--- src/rtl/gpio_mismatch_irq.sv ---
module gpio_mismatch_irq #(
  parameter int PORTS    = 2,
  parameter int PER_PORT = 4
) (
  input  logic        clk,
  input  logic        rst_n,
  input  logic [7:0]  pins_i,
  input  logic        wr_en,
  input  logic [1:0]  addr,
  input  logic [31:0] wdata,
  output logic [31:0] rdata,
  output logic        event_o
);
  localparam int N = PORTS * PER_PORT;

  logic [N-1:0] sync1_q, live_q, ref_q, pend_q, en_q;
  logic [N-1:0] set_cmd, clr_cmd, ack;
  logic         wr_stat, wr_en_reg;

  assign wr_stat   = wr_en && (addr == 2'd0);
  assign wr_en_reg = wr_en && (addr == 2'd1);
  assign clr_cmd   = wr_stat ? wdata[24 +: N] : '0;
  assign set_cmd   = wr_stat ? wdata[16 +: N] : '0;
  assign ack       = set_cmd | clr_cmd;

  always_ff @(posedge clk or negedge rst_n)
    if (!rst_n) begin
      sync1_q <= '0;
      live_q  <= '0;
    end else begin
      sync1_q <= pins_i[N-1:0];
      live_q  <= sync1_q;
    end

  always_ff @(posedge clk or negedge rst_n)
    if (!rst_n) begin
      ref_q  <= '0;
      pend_q <= '0;
    end else begin
      ref_q  <= (ref_q | set_cmd) & ~clr_cmd;
      pend_q <= (live_q ^ ref_q) & ~ack;
    end

  always_ff @(posedge clk or negedge rst_n)
    if (!rst_n)         en_q <= '0;
    else if (wr_en_reg) en_q <= wdata[N-1:0];

  always_ff @(posedge clk or negedge rst_n)
    if (!rst_n) event_o <= 1'b0;
    else        event_o <= |(pend_q & en_q);

  always_comb begin
    rdata = '0;
    case (addr)
      2'd0: begin
        rdata[N-1:0]   = pend_q;
        rdata[8 +: N]  = ref_q;
      end
      2'd1: rdata[N-1:0] = en_q;
      2'd2: rdata[N-1:0] = live_q;
      default: rdata = '0;
    endcase
  end

  p_pend_mismatch_r2: assert property (@(posedge clk) disable iff (!rst_n)
    (pend_q & ~$past(ack)) == ($past(live_q ^ ref_q) & ~$past(ack)));

  p_ack_clears_r3: assert property (@(posedge clk) disable iff (!rst_n)
    ((pend_q & $past(ack)) == '0) &&
    ((ref_q & $past(set_cmd & ~clr_cmd)) == $past(set_cmd & ~clr_cmd)));

  p_clr_wins_r4: assert property (@(posedge clk) disable iff (!rst_n)
    (ref_q & $past(clr_cmd)) == '0);

  p_cmd_reads_zero_r5: assert property (@(posedge clk) disable iff (!rst_n)
    (addr == 2'd0) |-> (rdata[31:16] == 16'h0));

  p_en_hold_r6: assert property (@(posedge clk) disable iff (!rst_n)
    !$past(wr_en_reg) |-> $stable(en_q));

  p_event_r7: assert property (@(posedge clk) disable iff (!rst_n)
    event_o == |($past(pend_q & en_q)));

  p_live_delay_r9: assert property (@(posedge clk) disable iff (!rst_n)
    live_q == $past(sync1_q));
endmodule

--- config.mk ---
export PLATFORM = sky130hd
export DESIGN_NAME = gpio_mismatch_irq
export DESIGN_NICKNAME = d
export VERILOG_FILES = /design/src/rtl/gpio_mismatch_irq.sv
export SDC_FILE = /design/constraint.sdc
export NUM_CORES = 1
export LEC_CHECK = 0
export ABC_AREA = 1
export CAP_MARGIN = 20
export CELL_PAD_IN_SITES_DETAIL_PLACEMENT = 1
export CELL_PAD_IN_SITES_GLOBAL_PLACEMENT = 2
export CORE_MARGIN = 5
export CORE_UTILIZATION = 36
export CTS_BUF_LIST = sky130_fd_sc_hd__clkbuf_4
export CTS_CLUSTER_DIAMETER = 30
export DETAILED_ROUTE_END_ITERATION = 10
export DONT_BUFFER_PORTS = 1
export GPL_ROUTABILITY_DRIVEN = 0
export GPL_TIMING_DRIVEN = 0
export PLACE_DENSITY = 0.83
export SYNTH_ARGS = -nofsm -noshare
export SYNTH_HDL_FRONTEND = slang
export SYNTH_SLANG_ARGS = --single-unit
--- constraint.sdc ---
create_clock -name clk -period 1 [get_ports clk]
set_clock_uncertainty 0.2 [all_clocks]
set_input_delay 0.05 -clock clk [delete_from_list [all_inputs] [get_ports clk]]
set_output_delay 0.05 -clock clk [all_outputs]
set_load 0.02 [all_outputs]
Word-level counts from Yosys, hierarchy flattened

Index checks and enable logic that the tools add are counted.

Muxes and demuxes: 4
Eq/ne operators: 2
Reductions and logical operators: 4
Bitwise logic cells: 8

Operators by type and width:

| operator           | count |
|---|---|
| $and 8x8->8        | 3 |
| $mux 8             | 3 |
| $pmux 8 s3         | 1 |
| $not 8->8          | 2 |
| $or 8x8->8         | 2 |
| $reduce_or 8->1    | 1 |
| $xor 8x8->8        | 1 |
| $eq 2x1->1 const B | 1 |
| $eq 2x2->1 const B | 1 |
| $logic_and 1x1->1  | 2 |
| $logic_not 2->1    | 1 |

Register bits after elaboration: 41
Input bits: 45
Word-level logic and storage cells: 24
Output and inout bits: 33

Longest topological paths before layout

Gate-level depths: netlist of run 1.

Word-level depth: 6
Gate-level depth with buffers: 6

Least setup slack after synthesis of run 1

No wires, ideal clock.

Path kind: register -> output
From: register ref_q[5]
To: output port rdata[13]
Arrival: 0.683 ns
Stages on the path, launching flop included: 3
Setup slack: 0.067 ns
Buffers on the path: 0
Data required time: 0.750 ns
Path through: dfrtp_1 inv_1 nor2_1

Cells in the longest elaborated chain, start to end: 1

Ends and longest elaborated chain:

| item                   | RTL line | RTL |
|---|---|---|
| from (decl)            | 16       | `logic [N-1:0] sync1_q, live_q, ref_q, pend_q, en_q;` |
| from (signal assigned) | 40       | `ref_q <= (ref_q \| set_cmd) & ~clr_cmd;` |
| $mux 8                 | 54       | `case (addr)` |
| to (decl)              | 11       | `output logic [31:0] rdata,` |

No other way between the ends.

Worst setup path in the final report of run 1

From: register live_q[6]
To: output port rdata[6]

Cells in the longest elaborated chain, start to end: 1

Ends and longest elaborated chain:

| item                   | RTL line | RTL |
|---|---|---|
| from (decl)            | 16       |  |
| from (signal assigned) | 32       | `live_q <= sync1_q;` |
| $pmux 8 s3             | 54       |  |

No other way between the ends.

==> impl_metrics.tcl, run 1 <==
set metrics [dict create \
    clk_pin_slew_worst_paths_ns 0.13 \
    initialDrtViolationCount 71 \
    grt_usage_pct 17.44 \
    tns_ns -4.574 \
    cp_slowest_cell "dfrtp_1" \
    muxShareOfSynthArea_pct 0 \
    crit_arrival_ns 1.01 \
    path_buf_inv 0 \
    yosys.area.top_type "dfrtp_1" \
    nets 374 \
    max_cap_viol_count 0 \
    grt_pass1_wl_um 9825 \
    drt_drc_violations_left 0 \
    critPathTopFamily "flip-flops" \
    start_util_pct 36.42 \
    n_fill_cell 638 \
    overflow 0 \
    die_width_um 84.18 \
    yosys_warnings 0 \
    clk_latency_ns 0.34 \
    outcome "complete, but fails checks" \
    numCtsBuffers 5 \
    ctsHtreeMaxLevel 2 \
    endpoint_kind "primary output" \
    critPathMaxStageDelay_ns 0.42 \
    grt_setup_unrepaired "true" \
    syn_area_sq_mm 0.001981 \
    min_period_ns 1.255 \
    die_height_um 84.18 \
    timing.final.ws_setup_ns -0.2552 \
    port_buffers 0 \
    dp.cells 329 \
    ios 78 \
    ir_worst_vdd_v 0.0006733 \
    synth-edff-count 0 \
    dp_hpwl_um 3632 \
    crit_path_max_fanout 2 \
    cts_tree "done" \
    fmax_mhz 796.7 \
    ys.flop_type "dfrtp_1" \
    finalCritPeriodShare_pct 125.5 \
    powerDensity_mw_per_mm2 1483 \
    rows 27 \
    multi_input_area_sq_mm 0.001074 \
    stdcell_count 401 \
    seq_area_sq_mm 0.001027 \
    synthSimpleGateAreaFrac_pct 32.91 \
    slew_violations 0 \
    power_leakage_uw 0.001634 \
    critPathKind "flop to primary output" \
    ys_ff_latch 41 \
    cts_root_buffer "clkbuf_4" \
    cp-start-kind "flop" \
    hp-class "input port to asynchronous set/reset pin" \
    async_reset_ff_share_pct 100.0 \
    failed_checks "hold timing, setup timing" \
    antenna_found_initial 0 \
    synth_area_leaders "dfrtp_1 52%, nand2_1 17%, buf_4 6.8%" \
    synthTopCellsByCount "91 x nand2_1, 41 x dfrtp_1, 24 x inv_1" \
    core-area_sq_mm 0.005439 \
    preCtsSetupSlack_ns -0.1501 \
    die-area_sq_mm 0.007085 \
    ant_nets 0 \
    layout-drive-gt1-share_pct 46.20 \
    area_delta_synth_final_pct 60.52 \
    synthCells 242 \
    worstMarginPinSlew_ns 0.5859 \
    grt_pass1_vias 2107 \
    path_cells "nand2_2 > nand3_4" \
    hold_ws_ns -0.8312 \
    maxSlewHeadroom_pct 60.90 \
    grt_max_degree 42 \
    cp.required_ns 0.75 \
    wl_per_cell_um 15.26 \
    synth_most_common_cell "nand2_1" \
    vias 1852 \
    clock_sinks 41 \
    synth_fa_ha_area_share_pct 0 \
    dr.pass1.iters 4 \
    synth_top_family_by_area "simple AND/OR/NAND/NOR gates" \
    viasPerCell 4.618 \
    synth-xor-area-share_pct 1.769 \
    avgSynthCellArea_sq_um 8.185 \
    finalSetupViolations 31 \
    ys_types 16 \
    final_util_pct 58.45 \
    synth-compound-area-share_pct 0 \
    ys_seq_area_share_pct 51.80 \
    hold_viol_final 65 \
    routed_wl_um 6119 \
    antenna_cells 0 \
    synth_top_area_share_pct 51.80 \
    hold_buffers 33 \
    clk_path_buf_depth 2 \
]
## through the flow
stage	area (sq um)	power (uW)
3_3_place_gp	2127	2792
6_report	3179	4715
2_1_floorplan	2037	2663
3_5_place_dp	2127	2814
5_1_grt	3179	5009
4_1_cts	3003	4460
## cells in the final DEF, fill, tap and decap left out, types with 12 or more instances in the layout
cell and count:
inv_2 13, buf_4 29, dfrtp_1 40, nand2_1 48, inv_1 14, buf_6 23
dlygate4sd3_1 32, nor2_1 13, nand2_2 43, conb_1 16, nand3_1 12
## per-layer routing
layer  GRT usage [%]  vias to the layer above  share of wire, %
met2           32.71                       48                54
li1                -                      873                 -
met3           5.299                       17               4.7
met5               0                        -                 0
met4           5.117                        0               3.1
met1           18.68                      914                38
## worst register-to-register path, stage by stage, from the launching register on
cell and delay, ns:
dfrtp_1 0.43, buf_6 0.13, nand2_2 0.06, nand3_2 0.07, nor2_1 0.09, nand2_1 0.06
## cell type report
cell class                      count  area share (%)
Tap cell                           72           2.834
Buffer                             21           5.234
Sequential cell                    41           32.31
Timing Repair Buffer               65           20.39
Multi-Input combinational cell    168           33.77
Clock inverter                      2           1.102
Inverter                           27           3.188
Clock buffer                        5           1.181
## worst paths after layout
kind / start / to / slack (ns) / cells after the start
hold / removal: rst_n / en_q[4]$_DFFE_PN0P_ / -0.83 / 0
max in group asynchronous: rst_n / sync1_q[1]$_DFF_PN0_ / 1.32 / 0
setup reg to reg: pend_q[6]$_DFF_PN0_ / event_o$_DFF_PN0_ / -0.13 / 5
min in group clk: addr[0] / pend_q[4]$_DFF_PN0_ / -0.18 / 4
hold reg to reg: sync1_q[1]$_DFF_PN0_ / live_q[1]$_DFF_PN0_ / 0.13 / 0
setup / recovery: live_q[6]$_DFF_PN0_ / rdata[6] / -0.26 / 2
## cells by family (layout without fill, tap and decap cells)
family,Yosys count,count (layout)
AND/OR/NAND/NOR,148,148
buffers and inverters,48,120
flip-flops,41,41
XOR/XNOR,4,4
other,1,16
## sequential cells by signal (all words and copies together) (netlist names)
signal	flops
live_q	8
event_o	1
en_q	8
ref_q	8
pend_q	8
sync1_q	8
## where the power goes
part	leakage [uW]	total, uW	switching (uW)	internal [uW]
logic	0.00111	1570	786	782
clock network	0.0000410	1070	557	510
registers	0.000485	2080	192	1890
## what timing repair did
item / 4_1_cts / 5_1_grt
pin swaps: 22 / 31
resized for setup: 76 / 41
setup buffers: 27 / 9
hold endpoints to repair: 73 / 65
setup endpoints to repair: 18 / 42
Note: power is estimated with default switching activity, not from simulation.
==> run 2, diff against run 1 <==
SKIP_CTS_REPAIR_TIMING = 1   (was unset)
==> run 2 against run 1 <==
Compared with the run above: setup slack lost 0.014 ns; utilization decreased by 4.0 points; via count down 6.6%; wire length decreased by 8.7%; non-clock buffer count fell by 11; the run still ends with hold timing, setup timing left; fmax down 1.1%.
==> impl_metrics.tcl, run 2 (synthesized netlist as in run 1, its figures left out) <==
set metrics [dict create \
    n_fill_cell 641 \
    ctsHtreeMaxLevel 2 \
    clk_latency_ns 0.35 \
    multi_input_area_sq_um 984.7 \
    ant_nets 0 \
    start_util_pct 36.42 \
    final_util_pct 54.43 \
    layout_commonest_cell "nand2_1" \
    endpoint_kind "flop" \
    viasPerCell 4.436 \
    initialDrtViolationCount 53 \
    outcome "complete, but fails checks" \
    core-area_sq_mm 0.005439 \
    nets 363 \
    cp-start-kind "input port" \
    failed_checks "hold timing, setup timing" \
    crit_path_max_fanout 10 \
    ir_worst_vdd_v 0.0008357 \
    timing.final.ws_setup_ns -0.2694 \
    clock_sinks 41 \
    layout_common_cells "66 x nand2_1, 40 x dfrtp_1, 33 x dlygate4sd3_1" \
    hold_ws_ns -0.8274 \
    seq_area_sq_mm 0.001027 \
    cts_root_buffer "clkbuf_4" \
    antenna_cells 0 \
    area_delta_synth_final_pct 49.46 \
    critPathKind "input port to flop" \
    overflow 0 \
    grt_usage_pct 14.29 \
    critPathTopFamily "buffers and inverters" \
    hp-class "input port to asynchronous set/reset pin" \
    reg2reg_depth 5 \
    wl_per_cell_um 14.32 \
    worstMarginPinSlew_ns 0.5498 \
    grt_setup_unrepaired "true" \
    grt_pass1_wl_um 7969 \
    vias 1730 \
    ios 78 \
    fmax_mhz 787.8 \
    die_width_um 84.18 \
    r2r_end "event_o$_DFF_PN0_" \
    min_period_ns 1.269 \
    cts_tree "done" \
    powerDensity_mw_per_mm2 1488 \
    slew_violations 0 \
    clk_pin_slew_worst_paths_ns 0.13 \
    max_cap_viol_count 0 \
    finalCritPeriodShare_pct 126.9 \
    finalSetupViolations 42 \
    path_buf_inv 2 \
    grt_max_degree 42 \
    hold_viol_final 65 \
    maxSlewHeadroom_pct 63.30 \
    grt_pass1_vias 1617 \
    path_cells "dlygate4sd3_1 > buf_2 > nand3_1 > nand2_1 > nor2_1" \
    dp_hpwl_um 3632 \
    numCtsBuffers 5 \
    r2r_setup_slack_ns -0.13 \
    cp.required_ns 1.06 \
    crit_arrival_ns 1.33 \
    clk_path_buf_depth 2 \
    die-area_sq_mm 0.007085 \
    rr_startpoint "pend_q[6]$_DFF_PN0_" \
    power_leakage_uw 0.001526 \
    antenna_found_initial 0 \
    dr.pass1.iters 4 \
    die_height_um 84.18 \
    layout-drive-gt1-share_pct 37.42 \
    cp_slowest_cell "dlygate4sd3_1" \
    rows 27 \
    critPathMaxStageDelay_ns 0.66 \
    drt_drc_violations_left 0 \
    port_buffers 0 \
    routed_wl_um 5586 \
]
## run 2: changes by cell type in the layout (fill, tap and decap cells not counted), moves of 2 or more
cell | before | now
xnor2_1 | 0 | 3
nand2_4 | 2 | 0
nand2_2 | 43 | 27
buf_6 | 23 | 11
xnor2_2 | 3 | 1
nand2_1 | 48 | 66
## run 2: where the power goes
group          switching [uW]  internal [uW]  leakage (uW)
combinational             669            601      0.000999
clock                     547            510     0.0000410
sequential                190           1890      0.000485
## run 2: layout make-up
cell class / instances / share of cell area [%]
inverters: 27 / 3.423
well taps: 72 / 3.043
multi-input cells: 168 / 33.26
repair buffers: 54 / 17.62
clock inverters: 2 / 1.183
clock buffers: 5 / 1.268
plain buffers: 21 / 5.495
flip-flops and latches: 41 / 34.70
## run 2: worst max-delay path by stage
stage / startpoint / depth (start not counted) / slack (ns) / endpoint
after detailed placement: addr[0] / 6 / -0.15 / ref_q[3]$_DFF_PN0_
after CTS: ref_q[2]$_DFF_PN0_ / 2 / -0.40 / rdata[10]
final: wr_en / 5 / -0.27 / pend_q[6]$_DFF_PN0_
after global routing: live_q[1]$_DFF_PN0_ / 2 / -0.33 / rdata[1]
after floorplan: ref_q[5]$_DFF_PN0_ / 2 / 0.07 / rdata[13]
after global placement: addr[0] / 6 / -0.13 / ref_q[4]$_DFF_PN0_
## run 2: worst register-to-register path, stage by stage (launching register included)
cell and delay (ns):
dfrtp_1 0.43, buf_6 0.13, nand2_2 0.06, nand3_2 0.07, nor2_1 0.10, nand2_1 0.06
## run 2: through the flow
| stage | instances | power [uW] | setup slack (ns) | instance area [sq um] | TNS (ns) |
|---|---|---|---|---|---|
| 2_1_floorplan | 257 | 2663 | 0.06719 | 2037 | 0 |
| 3_3_place_gp | 329 | 2792 | -0.1287 | 2127 | -0.5419 |
| 3_5_place_dp | 329 | 2814 | -0.1501 | 2127 | -0.5926 |
| 4_1_cts | 336 | 3861 | -0.3974 | 2200 | -5.766 |
| 5_1_grt | 390 | 4681 | -0.3278 | 2960 | -9.145 |
| 6_report | 390 | 4405 | -0.2694 | 2960 | -7.158 |
## run 2: metal layers
| metal | share of wire, % | track usage [%] |
|---|---|---|
| met3 | 4.3 | 5.103 |
| met5 | 0 | 0 |
| met2 | 55 | 24.10 |
| met1 | 40 | 17.62 |
| met4 | 1.1 | 3.070 |
